<file path="config.mk">
export PLATFORM = sky130hd
export DESIGN_NAME = io_perm_check
export DESIGN_NICKNAME = d
export VERILOG_FILES = /design/src/rtl/ioperm_pkg.sv /design/src/rtl/ioperm_dp.sv /design/src/rtl/ioperm_ctrl.sv /design/src/rtl/io_perm_check.sv
export SDC_FILE = /design/constraint.sdc
export NUM_CORES = 1
export LEC_CHECK = 0
export ABC_AREA = 1
export BUFFER_PORTS_ARGS = -buffer_cell sky130_fd_sc_hd__buf_2
export CAP_MARGIN = 20
export CELL_PAD_IN_SITES_DETAIL_PLACEMENT = 1
export CELL_PAD_IN_SITES_GLOBAL_PLACEMENT = 1
export CORE_MARGIN = 4
export CORE_UTILIZATION = 35
export CTS_CLUSTER_SIZE = 24
export DETAILED_ROUTE_END_ITERATION = 8
export PLACE_DENSITY_LB_ADDON = 0.1
export SLEW_MARGIN = 10
export SYNTH_ARGS = -nofsm -noshare
export SYNTH_HDL_FRONTEND = slang
export SYNTH_HIERARCHICAL = 1
export SYNTH_SLANG_ARGS = --single-unit
export TNS_END_PERCENT = 1
</file>
<file path="constraint.sdc">
create_clock -name clk -period 3.3 [get_ports clk]
set_input_delay 0.33 -clock clk [delete_from_list [all_inputs] [get_ports clk]]
set_output_delay 0.33 -clock clk [all_outputs]
set_load 0.005 [all_outputs]
</file>
<file path="src/rtl/ioperm_pkg.sv">
package ioperm_pkg;

  typedef enum logic [2:0] {
    ST_IDLE,
    ST_CHECK,
    ST_PTR,
    ST_BOUND,
    ST_MAP,
    ST_TEST,
    ST_DONE
  } chkState_e;

  // Strobes from the control unit to the datapath
  typedef struct packed {
    logic loadReq;  // capture request inputs
    logic selMap;   // address the bitmap word instead of the offset word
    logic capPtr;   // capture bitmap start offset
    logic capMap;   // capture bitmap halfword
  } dpCtrl_t;

endpackage

</file>
<file path="src/rtl/ioperm_dp.sv">
module ioperm_dp
  import ioperm_pkg::*;
#(
  parameter int ADDR_W    = 32,
  parameter int LIMIT_W   = 32,
  parameter int PTR_OFS   = 'h66,
  parameter int MIN_LIMIT = 103,
  parameter int TSS_TYPE  = 9
) (
  input  logic               clk,
  input  logic               rstN,
  input  dpCtrl_t            ctrl,
  input  logic [15:0]        portAddr,
  input  logic [2:0]         accSize,
  input  logic [ADDR_W-1:0]  trBase,
  input  logic [LIMIT_W-1:0] trLimit,
  input  logic [7:0]         trFlags,
  input  logic [15:0]        memRdata,
  output logic [ADDR_W-1:0]  memAddr,
  output logic               trOk,
  output logic               inBounds,
  output logic               bitsClear
);

  localparam int OFS_W  = 17;
  localparam int WORD_W = 16;
  localparam int CMP_W  = LIMIT_W + 1;

  logic [15:0]        portR;
  logic [2:0]         sizeR;
  logic [ADDR_W-1:0]  baseR;
  logic [LIMIT_W-1:0] limitR;
  logic [7:0]         flagsR;
  logic [15:0]        ptrR;
  logic [WORD_W-1:0]  wordR;

  always_ff @(posedge clk) begin
    if (!rstN) begin
      portR  <= '0;
      sizeR  <= '0;
      baseR  <= '0;
      limitR <= '0;
      flagsR <= '0;
      ptrR   <= '0;
      wordR  <= '0;
    end else begin
      if (ctrl.loadReq) begin
        portR  <= portAddr;
        sizeR  <= accSize;
        baseR  <= trBase;
        limitR <= trLimit;
        flagsR <= trFlags;
      end
      if (ctrl.capPtr) ptrR  <= memRdata;
      if (ctrl.capMap) wordR <= memRdata;
    end
  end

  // Task register usability
  assign trOk = flagsR[7] && (flagsR[3:0] == 4'(TSS_TYPE)) &&
                (limitR >= LIMIT_W'(MIN_LIMIT));

  // Bitmap byte offset and bounds (two bytes must fit)
  logic [OFS_W-1:0] mapOfs;
  logic [CMP_W-1:0] endOfs;
  assign mapOfs   = {1'b0, ptrR} + OFS_W'(portR[15:3]);
  assign endOfs   = CMP_W'(mapOfs) + CMP_W'(1);
  assign inBounds = endOfs <= {1'b0, limitR};

  assign memAddr = baseR + (ctrl.selMap ? ADDR_W'(mapOfs) : ADDR_W'(PTR_OFS));

  // Bit test: mask of sizeR ones over the shifted word
  logic [WORD_W-1:0] shifted;
  logic [WORD_W-1:0] sizeMask;
  assign shifted = wordR >> portR[2:0];

  for (genvar i = 0; i < WORD_W; i++) begin : g_mask
    assign sizeMask[i] = (i < int'(sizeR));
  end

  assign bitsClear = (shifted & sizeMask) == '0;

endmodule

</file>
<file path="src/rtl/ioperm_ctrl.sv">
module ioperm_ctrl
  import ioperm_pkg::*;
(
  input  logic    clk,
  input  logic    rstN,
  input  logic    start,
  input  logic    trOk,
  input  logic    inBounds,
  input  logic    bitsClear,
  input  logic    memAck,
  output dpCtrl_t ctrl,
  output logic    memReq,
  output logic    done,
  output logic    allow,
  output logic    fault
);

  chkState_e state, stateNxt;
  logic setAllow, setFault;
  logic allowR, faultR;

  always_comb begin
    stateNxt = state;
    ctrl     = '0;
    memReq   = 1'b0;
    setAllow = 1'b0;
    setFault = 1'b0;
    unique case (state)
      ST_IDLE: begin
        if (start) begin
          ctrl.loadReq = 1'b1;
          stateNxt     = ST_CHECK;
        end
      end
      ST_CHECK: begin
        if (trOk) begin
          stateNxt = ST_PTR;
        end else begin
          setFault = 1'b1;
          stateNxt = ST_DONE;
        end
      end
      ST_PTR: begin
        memReq = 1'b1;
        if (memAck) begin
          ctrl.capPtr = 1'b1;
          stateNxt    = ST_BOUND;
        end
      end
      ST_BOUND: begin
        if (inBounds) begin
          stateNxt = ST_MAP;
        end else begin
          setFault = 1'b1;
          stateNxt = ST_DONE;
        end
      end
      ST_MAP: begin
        memReq      = 1'b1;
        ctrl.selMap = 1'b1;
        if (memAck) begin
          ctrl.capMap = 1'b1;
          stateNxt    = ST_TEST;
        end
      end
      ST_TEST: begin
        setAllow = bitsClear;
        setFault = !bitsClear;
        stateNxt = ST_DONE;
      end
      ST_DONE: begin
        stateNxt = ST_IDLE;
      end
      default: stateNxt = ST_IDLE;
    endcase
  end

  always_ff @(posedge clk) begin
    if (!rstN) begin
      state  <= ST_IDLE;
      allowR <= 1'b0;
      faultR <= 1'b0;
    end else begin
      state <= stateNxt;
      if (ctrl.loadReq) begin
        allowR <= 1'b0;
        faultR <= 1'b0;
      end else if (setAllow || setFault) begin
        allowR <= setAllow;
        faultR <= setFault;
      end
    end
  end

  assign done  = (state == ST_DONE);
  assign allow = allowR;
  assign fault = faultR;

endmodule

</file>
<file path="src/rtl/io_perm_check.sv">
module io_perm_check
  import ioperm_pkg::*;
#(
  parameter int ADDR_W    = 32,
  parameter int LIMIT_W   = 32,
  parameter int PTR_OFS   = 'h66,
  parameter int MIN_LIMIT = 103,
  parameter int TSS_TYPE  = 9
) (
  input  logic               clk,
  input  logic               rstN,
  input  logic               start,
  input  logic [15:0]        portAddr,
  input  logic [2:0]         accSize,
  input  logic [ADDR_W-1:0]  trBase,
  input  logic [LIMIT_W-1:0] trLimit,
  input  logic [7:0]         trFlags,
  output logic               memReq,
  output logic [ADDR_W-1:0]  memAddr,
  input  logic               memAck,
  input  logic [15:0]        memRdata,
  output logic               done,
  output logic               allow,
  output logic               fault,
  output logic [15:0]        errCode
);

  dpCtrl_t ctrl;
  logic trOk, inBounds, bitsClear;

  ioperm_dp #(
    .ADDR_W   (ADDR_W),
    .LIMIT_W  (LIMIT_W),
    .PTR_OFS  (PTR_OFS),
    .MIN_LIMIT(MIN_LIMIT),
    .TSS_TYPE (TSS_TYPE)
  ) uDp (
    .clk      (clk),
    .rstN     (rstN),
    .ctrl     (ctrl),
    .portAddr (portAddr),
    .accSize  (accSize),
    .trBase   (trBase),
    .trLimit  (trLimit),
    .trFlags  (trFlags),
    .memRdata (memRdata),
    .memAddr  (memAddr),
    .trOk     (trOk),
    .inBounds (inBounds),
    .bitsClear(bitsClear)
  );

  ioperm_ctrl uCtrl (
    .clk      (clk),
    .rstN     (rstN),
    .start    (start),
    .trOk     (trOk),
    .inBounds (inBounds),
    .bitsClear(bitsClear),
    .memAck   (memAck),
    .ctrl     (ctrl),
    .memReq   (memReq),
    .done     (done),
    .allow    (allow),
    .fault    (fault)
  );

  // Every fault raised here is a general-protection fault with code zero
  assign errCode = '0;

endmodule

</file>
# After elaboration in Yosys (flattened, before gate mapping)
# Cells that the tools add are included.
# totals
ff_bits	128
latchBits	0
mem_bits_rw	0
rom_bits	0
inputBits	111
out_inout_bits	52
elab_cells	62
n_memories	0
# op_classes
add_sub_neg	3
multipliers	0
div_mod_pow	0
order_cmp	9
n_eq_ne	10
n_shift	1
muxes	18
bitwise	2
n_reduce_logical	9
# ops
op	n
$le A33 B32 Y1	1
$add A32 B32 Y32	1
$ge A32 B7 Y1 const B	1
$add A17 B1 Y18 const B	1
$pmux W3 S6	1
$add A16 B13 Y17	1
$mux W17	1
$and A16 B7 Y16	1
$logic_not A16 Y1	1
$shr A16 B3 Y16	1
$mux W3	4
$mux W1	10
$eq A3 B3 Y1 const B	3
$lt A3 B3 Y1 const A	3
$eq A3 B2 Y1 const B	2
$lt A1 B3 Y1 const A	2
$lt A2 B3 Y1 const A	2
$ne A2 B2 Y1 const B	3
$eq A4 B4 Y1 const B	1
$reduce_or A2 Y1	2
$eq A3 B1 Y1 const B	1
$logic_not A3 Y1	1
$pmux W1 S3	1
$reduce_and A3 Y1	1
5 further kinds	6

# Depth between registers and ports, before layout
# logic_depth
depth_word	6
mapped_depth	30

# Hierarchy
# Netlist, hierarchy kept.
# modules_own_cells
mod	n_inst	cells_each	area_per_inst_um2	seq_area_each_um2
ioperm_dp	1	1176	7591.0	2362.3
ioperm_ctrl	1	48	299.0	100.1
io_perm_check	1	17	123.9	0.0

# Worst setup path before layout
# OpenSTA, ideal clock, no wires.
# synth_path
path_kind	reg2reg
start	reg uDp.portR[3]
end	reg uCtrl.faultR, in the netlist uCtrl/fault
arrival_ns	3.217
required_ns	3.180
setup_slack_ns	-0.038
path_stages_with_launch	29
path_buffers	0
period_less_slack_ns	3.338
path_cell_list	dfxtp_1 > ha_1 > inv_1 > fa_1 > inv_1 > ha_1 > inv_1 > nor2_1 > nand3_1 > nor2_2 > nand3_2 > nor2_4 > nand2_2 > nor2_2 > nand2_1 > nand2_1 > inv_1 > ha_1 > nand2_1 > nor2_1 > nand4_1 > nor3_1 > a21oi_1 > nand2_1 > nor2_1 > nand2_1 > inv_1 > nor2_1 > a21oi_1
# synth_via
elab_chain_len	6
# synth_lines
item	line_no	text
start, declared	ioperm_dp.sv:29	logic [15:0] portR;
start signal, assigned	ioperm_dp.sv:48	portR <= portAddr;
$add A16 B13 Y17 (*)	ioperm_dp.sv:66	assign mapOfs = {1'b0, ptrR} + OFS_W'(portR[15:3]);
$add A17 B1 Y18 (*)	ioperm_dp.sv:67	assign endOfs = CMP_W'(mapOfs) + CMP_W'(1);
$le A33 B32 Y1 (*)	ioperm_dp.sv:68	assign inBounds = endOfs <= {1'b0, limitR};
named net inBounds	io_perm_check.sv:29	logic trOk, inBounds, bitsClear;
$mux W1 (*)	ioperm_ctrl.sv:51	if (inBounds) begin
$pmux W1 S3 (*)	ioperm_ctrl.sv:28	unique case (state)
$logic_or A1 B1 Y1	ioperm_ctrl.sv:88	end else if (setAllow || setFault) begin
end signal, assigned	ioperm_ctrl.sv:90	faultR <= setFault;
end, declared	ioperm_ctrl.sv:20	logic allowR, faultR;
# The timed path passes the listed nets; every way through them passes the cells marked *.
# A chain may end at the register's enable or synchronous reset.

# Worst setup path in the final report
# layout_path
start	reg uDp.ptrR[2]
end	out memAddr[18]
# layout_via
elab_chain_len	3
# layout_lines
item	line_no	text
start, declared	ioperm_dp.sv:34	logic [15:0] ptrR;
start signal, assigned	ioperm_dp.sv:54	if (ctrl.capPtr) ptrR <= memRdata;
$add A16 B13 Y17	ioperm_dp.sv:66	
$mux W17	ioperm_dp.sv:70	assign memAddr = baseR + (ctrl.selMap ? ADDR_W'(mapOfs) : ADDR_W'(PTR_OFS));
$add A32 B32 Y32	ioperm_dp.sv:70	
end, declared	io_perm_check.sv:19	output logic [ADDR_W-1:0] memAddr,
# Every way passes these cells.

==> flow_summary.ini <==
[status]
outcome = complete, but fails checks
violations = negative setup slack

[logic_synthesis]
synth_top_family_by_area = simple AND/OR/NAND/NOR gates
netlist_instances = 1241
yosys.area_share.simple_pct = 29.8
synth_compound_gate_area_share_pct = 16.4
synthXorXnorAreaFrac_pct = 4.25
yosys_register_bits = 123
ys_seq_area_share_pct = 30.7
synth_ff_type = dfxtp_1
synth_fa_ha_area_share_pct = 8.15
synthArstFlopShare_pct = 0
ys_types = 45
syn_area_per_cell_um2 = 6.46
netlist_area_um2 = 8010
synthMuxAreaShare_pct = 0.250
synth_edf_count = 0
yosysWarnings = 6

[die]
rows = 55
die_height_um = 159
core_area_um2 = 22600
start_util_pct = 35.5
ios = 163
dieArea_um2 = 25400
fp.dieW_um = 159

[route]
met2_length_um = 14800
wl_met1_um = 12600
routed-via-count = 8872
drc_errors = 0
ant_nets = 0
drt_iter0_markers = 274
viasPerCell = 4.95
dr.pass1.iters = 4
routed.top_layer = met4
routed_wl_um = 28800
routedWlPerCell_um = 16.1
wl_met3_um = 817

[critical_path]
max_stage_delay_ns = 0.35
cp_data_required_time_ns = 2.97
critPathTopFamily = simple AND/OR/NAND/NOR gates
endpoint_kind = output pin
critPathKind = flip-flop to output pin
crit_buf_inv = 5
cp_slowest_cell = ha_1
reg2reg_slack_ns = -0.41
critPathMaxFanout = 5
critPathMostFrequentCell = nand2_1
cp_cell_sequence = ha_4 > nand2_1 > nand2_1 > inv_2 > nand2_2 > buf_4 > nand2_1 > nand2_1 > nor2_1 > ha_1 > a21oi_2 > o21ai_0 > nand2_1 > nand2_1 > nand2_1 > nand3_2 > buf_4 > buf_4 > xor2_1 > buf_2
cp-start-kind = flip-flop
crit_arrival_ns = 3.45

[timing]
slew_headroom_pct = 50.1
rsz0062_at_grt = true
slew_viol_final = 0
layout_min_cycle_time_ns = 3.78
tightest_slew_ns = 0.746
period_share_pct = 114
fmax_mhz = 265
finalHoldViolCount = 0
setup_slack_ns = -0.475
final-setup-viol-count = 30
clock_skew_ns = 0.00510

[cells_and_area]
area_growth_pct = 44.2
final_net_count = 1657
drive_gt1_share_pct = 37.2
layout_common_cells = 201 x nor2_1, 156 x nand2_1, 143 x buf_2
final_common_cell = nor2_1
nFillCells = 2935
finish.utilization_pct = 51.2

[cts]
cts_max_level = 4
clk-insertion-delay-late_ns = 0.42
clkSinkCount = 123
cts_buffer_depth = 2
cts_made_buffers = 17
cts_tree = built
cts-root-buf = clkbuf_16
clkSlewWorstSetupHoldPaths_ns = 0.06

[global_routing]
grt_pass1_vias = 9132
track_usage_pct = 21.3
grt_pass1_wl_um = 44900
grt_max_degree = 75
antenna_found_initial = 1
grt-ovfl-total = 0

[pwr]
p_sw_share_pct = 41.8
pwr-share-comb_pct = 50.5
switchingPower_w = 0.00335
total_power_w = 0.00802
powerDensity_nw_per_um2 = 694
p_leak_nw = 5.50
p_int_w = 0.00466
power_frac_clock_pct = 21.9
pwr-share-seq_pct = 27.7
ir_worst_vdd_v = 0.000340

[placed_design]
place_hpwl_um = 20700
io_buffers = 143
place_congestion = 0.851

[run]
maxCapViolations = 0

[min_path]
hp-class = primary input to flip-flop
flip-flops by register name (all words and copies together) (netlist names), 3 cells and up:
register and cells:
uDp/baseR 32, uDp/limitR 32, uDp/portR 16, uDp/ptrR 16
uDp/wordR 14, uDp/flagsR 5, uCtrl/state 3, uDp/sizeR 3
final timing paths:
path,start,to,cells past startpoint
worst max-delay path,uDp/ptrR[2]$_SDFFE_PN0P_,memAddr[18],20
worst min-delay path,trBase[22],uDp/baseR[22]$_SDFFE_PN0P_,3
worst max register to register,uDp/portR[3]$_SDFFE_PN0P_,uCtrl/allow$_SDFFE_PP0P_,26
worst min register to register,uDp/wordR[1]$_SDFFE_PN0P_,uDp/wordR[1]$_SDFFE_PN0P_,2
per-stage QoR:
step,setup WS [ns],area (um2),hold WS [ns],cells,TNS (ns)
2_1_floorplan,0.0231,8080,0.444,1256,0
3_3_place_gp,-0.395,9740,0.459,1739,-4.74
3_5_place_dp,-0.428,9740,0.471,1739,-6.54
4_1_cts,-0.490,10900,0.113,1783,-10.85
5_1_grt,-0.712,11600,0.121,1792,-16.68
6_report,-0.475,11600,0.132,1792,-10.27
metal layers:
| layer | track usage, % | vias to the layer above |
|---|---|---|
| met5 | 0 | - |
| met2 | 38.3 | 146 |
| met4 | 6.47 | 0 |
| met3 | 3.62 | 35 |
| li1 | - | 4496 |
| met1 | 26.0 | 4195 |
cell usage after synthesis (9+ instances only):
library cell  instances  area (um2)
nand4_1              19         119
inv_1               138         518
clkbuf_1             38         143
a21oi_1              78         390
ha_1                 49         613
xor2_1               28         245
nand2_1             217         815
o21ai_0             150         751
xnor2_1               9        78.8
buf_4                16         120
nor2_1              233         875
dfxtp_1             123        2460
nand3_1              56         280
worst reg2reg max path, stage by stage (launching register included):
cell,delay [ns]
dfxtp_2,0.35
ha_4,0.15
inv_2,0.04
fa_2,0.35
buf_6,0.14
xor2_4,0.19
nor2_2,0.13
nand3_2,0.12
nor2_4,0.14
nand3_4,0.11
nor2_4,0.15
nand2_1,0.08
xor2_1,0.16
inv_1,0.10
ha_4,0.27
nand2_1,0.05
inv_1,0.08
nand3_2,0.08
nand3b_1,0.16
nand2_1,0.08
nand2_1,0.05
o21ai_1,0.08
nand2_1,0.14
nor2_1,0.13
nand2_1,0.11
nand4_1,0.11
a21oi_1,0.07
cells by family (layout without fill, tap and decap cells):
group                    count (synthesis)  count (layout)
flip-flops                             123             123
XOR/XNOR                                38              38
AND/OR/NAND/NOR                        569             569
other                                    2              18
AO/OA/AOI/OAI                          253             253
adder cells (fa/ha/maj)                 51              51
multiplexers                             2               2
buffers and inverters                  203             453
power groups by stage:
| stage | Combinational (W) | Clock [W] | Sequential (W) |
|---|---|---|---|
| after floorplan | 0.00202 | 0 | 0.00207 |
| after CTS | 0.00364 | 0.00180 | 0.00219 |
| after global placement | 0.00323 | 0 | 0.00216 |
| after detailed placement | 0.00333 | 0 | 0.00218 |
| final | 0.00405 | 0.00175 | 0.00222 |
| after global routing | 0.00451 | 0.00188 | 0.00228 |
area by class of cell:
type | count | area (um2) | area share [%]
timing repair buffer | 277 | 1780 | 15.4
multi-input combinational | 930 | 5850 | 50.6
clock inverter | 12 | 103 | 0.888
clock buffer | 18 | 429 | 3.71
antenna | 1 | 2.50 | 0.0217
tap | 285 | 357 | 3.09
inverter | 146 | 553 | 4.79
sequential | 123 | 2480 | 21.5
what timing repair did:
action	4_1_cts	5_1_grt
endpoints found under the setup margin	31	31
setup buffers	14	9
resized for setup	129	148
hold buffers	0	0
pin swaps	48	87
cloned	0	0
Power figures use the tool's default switching activity.
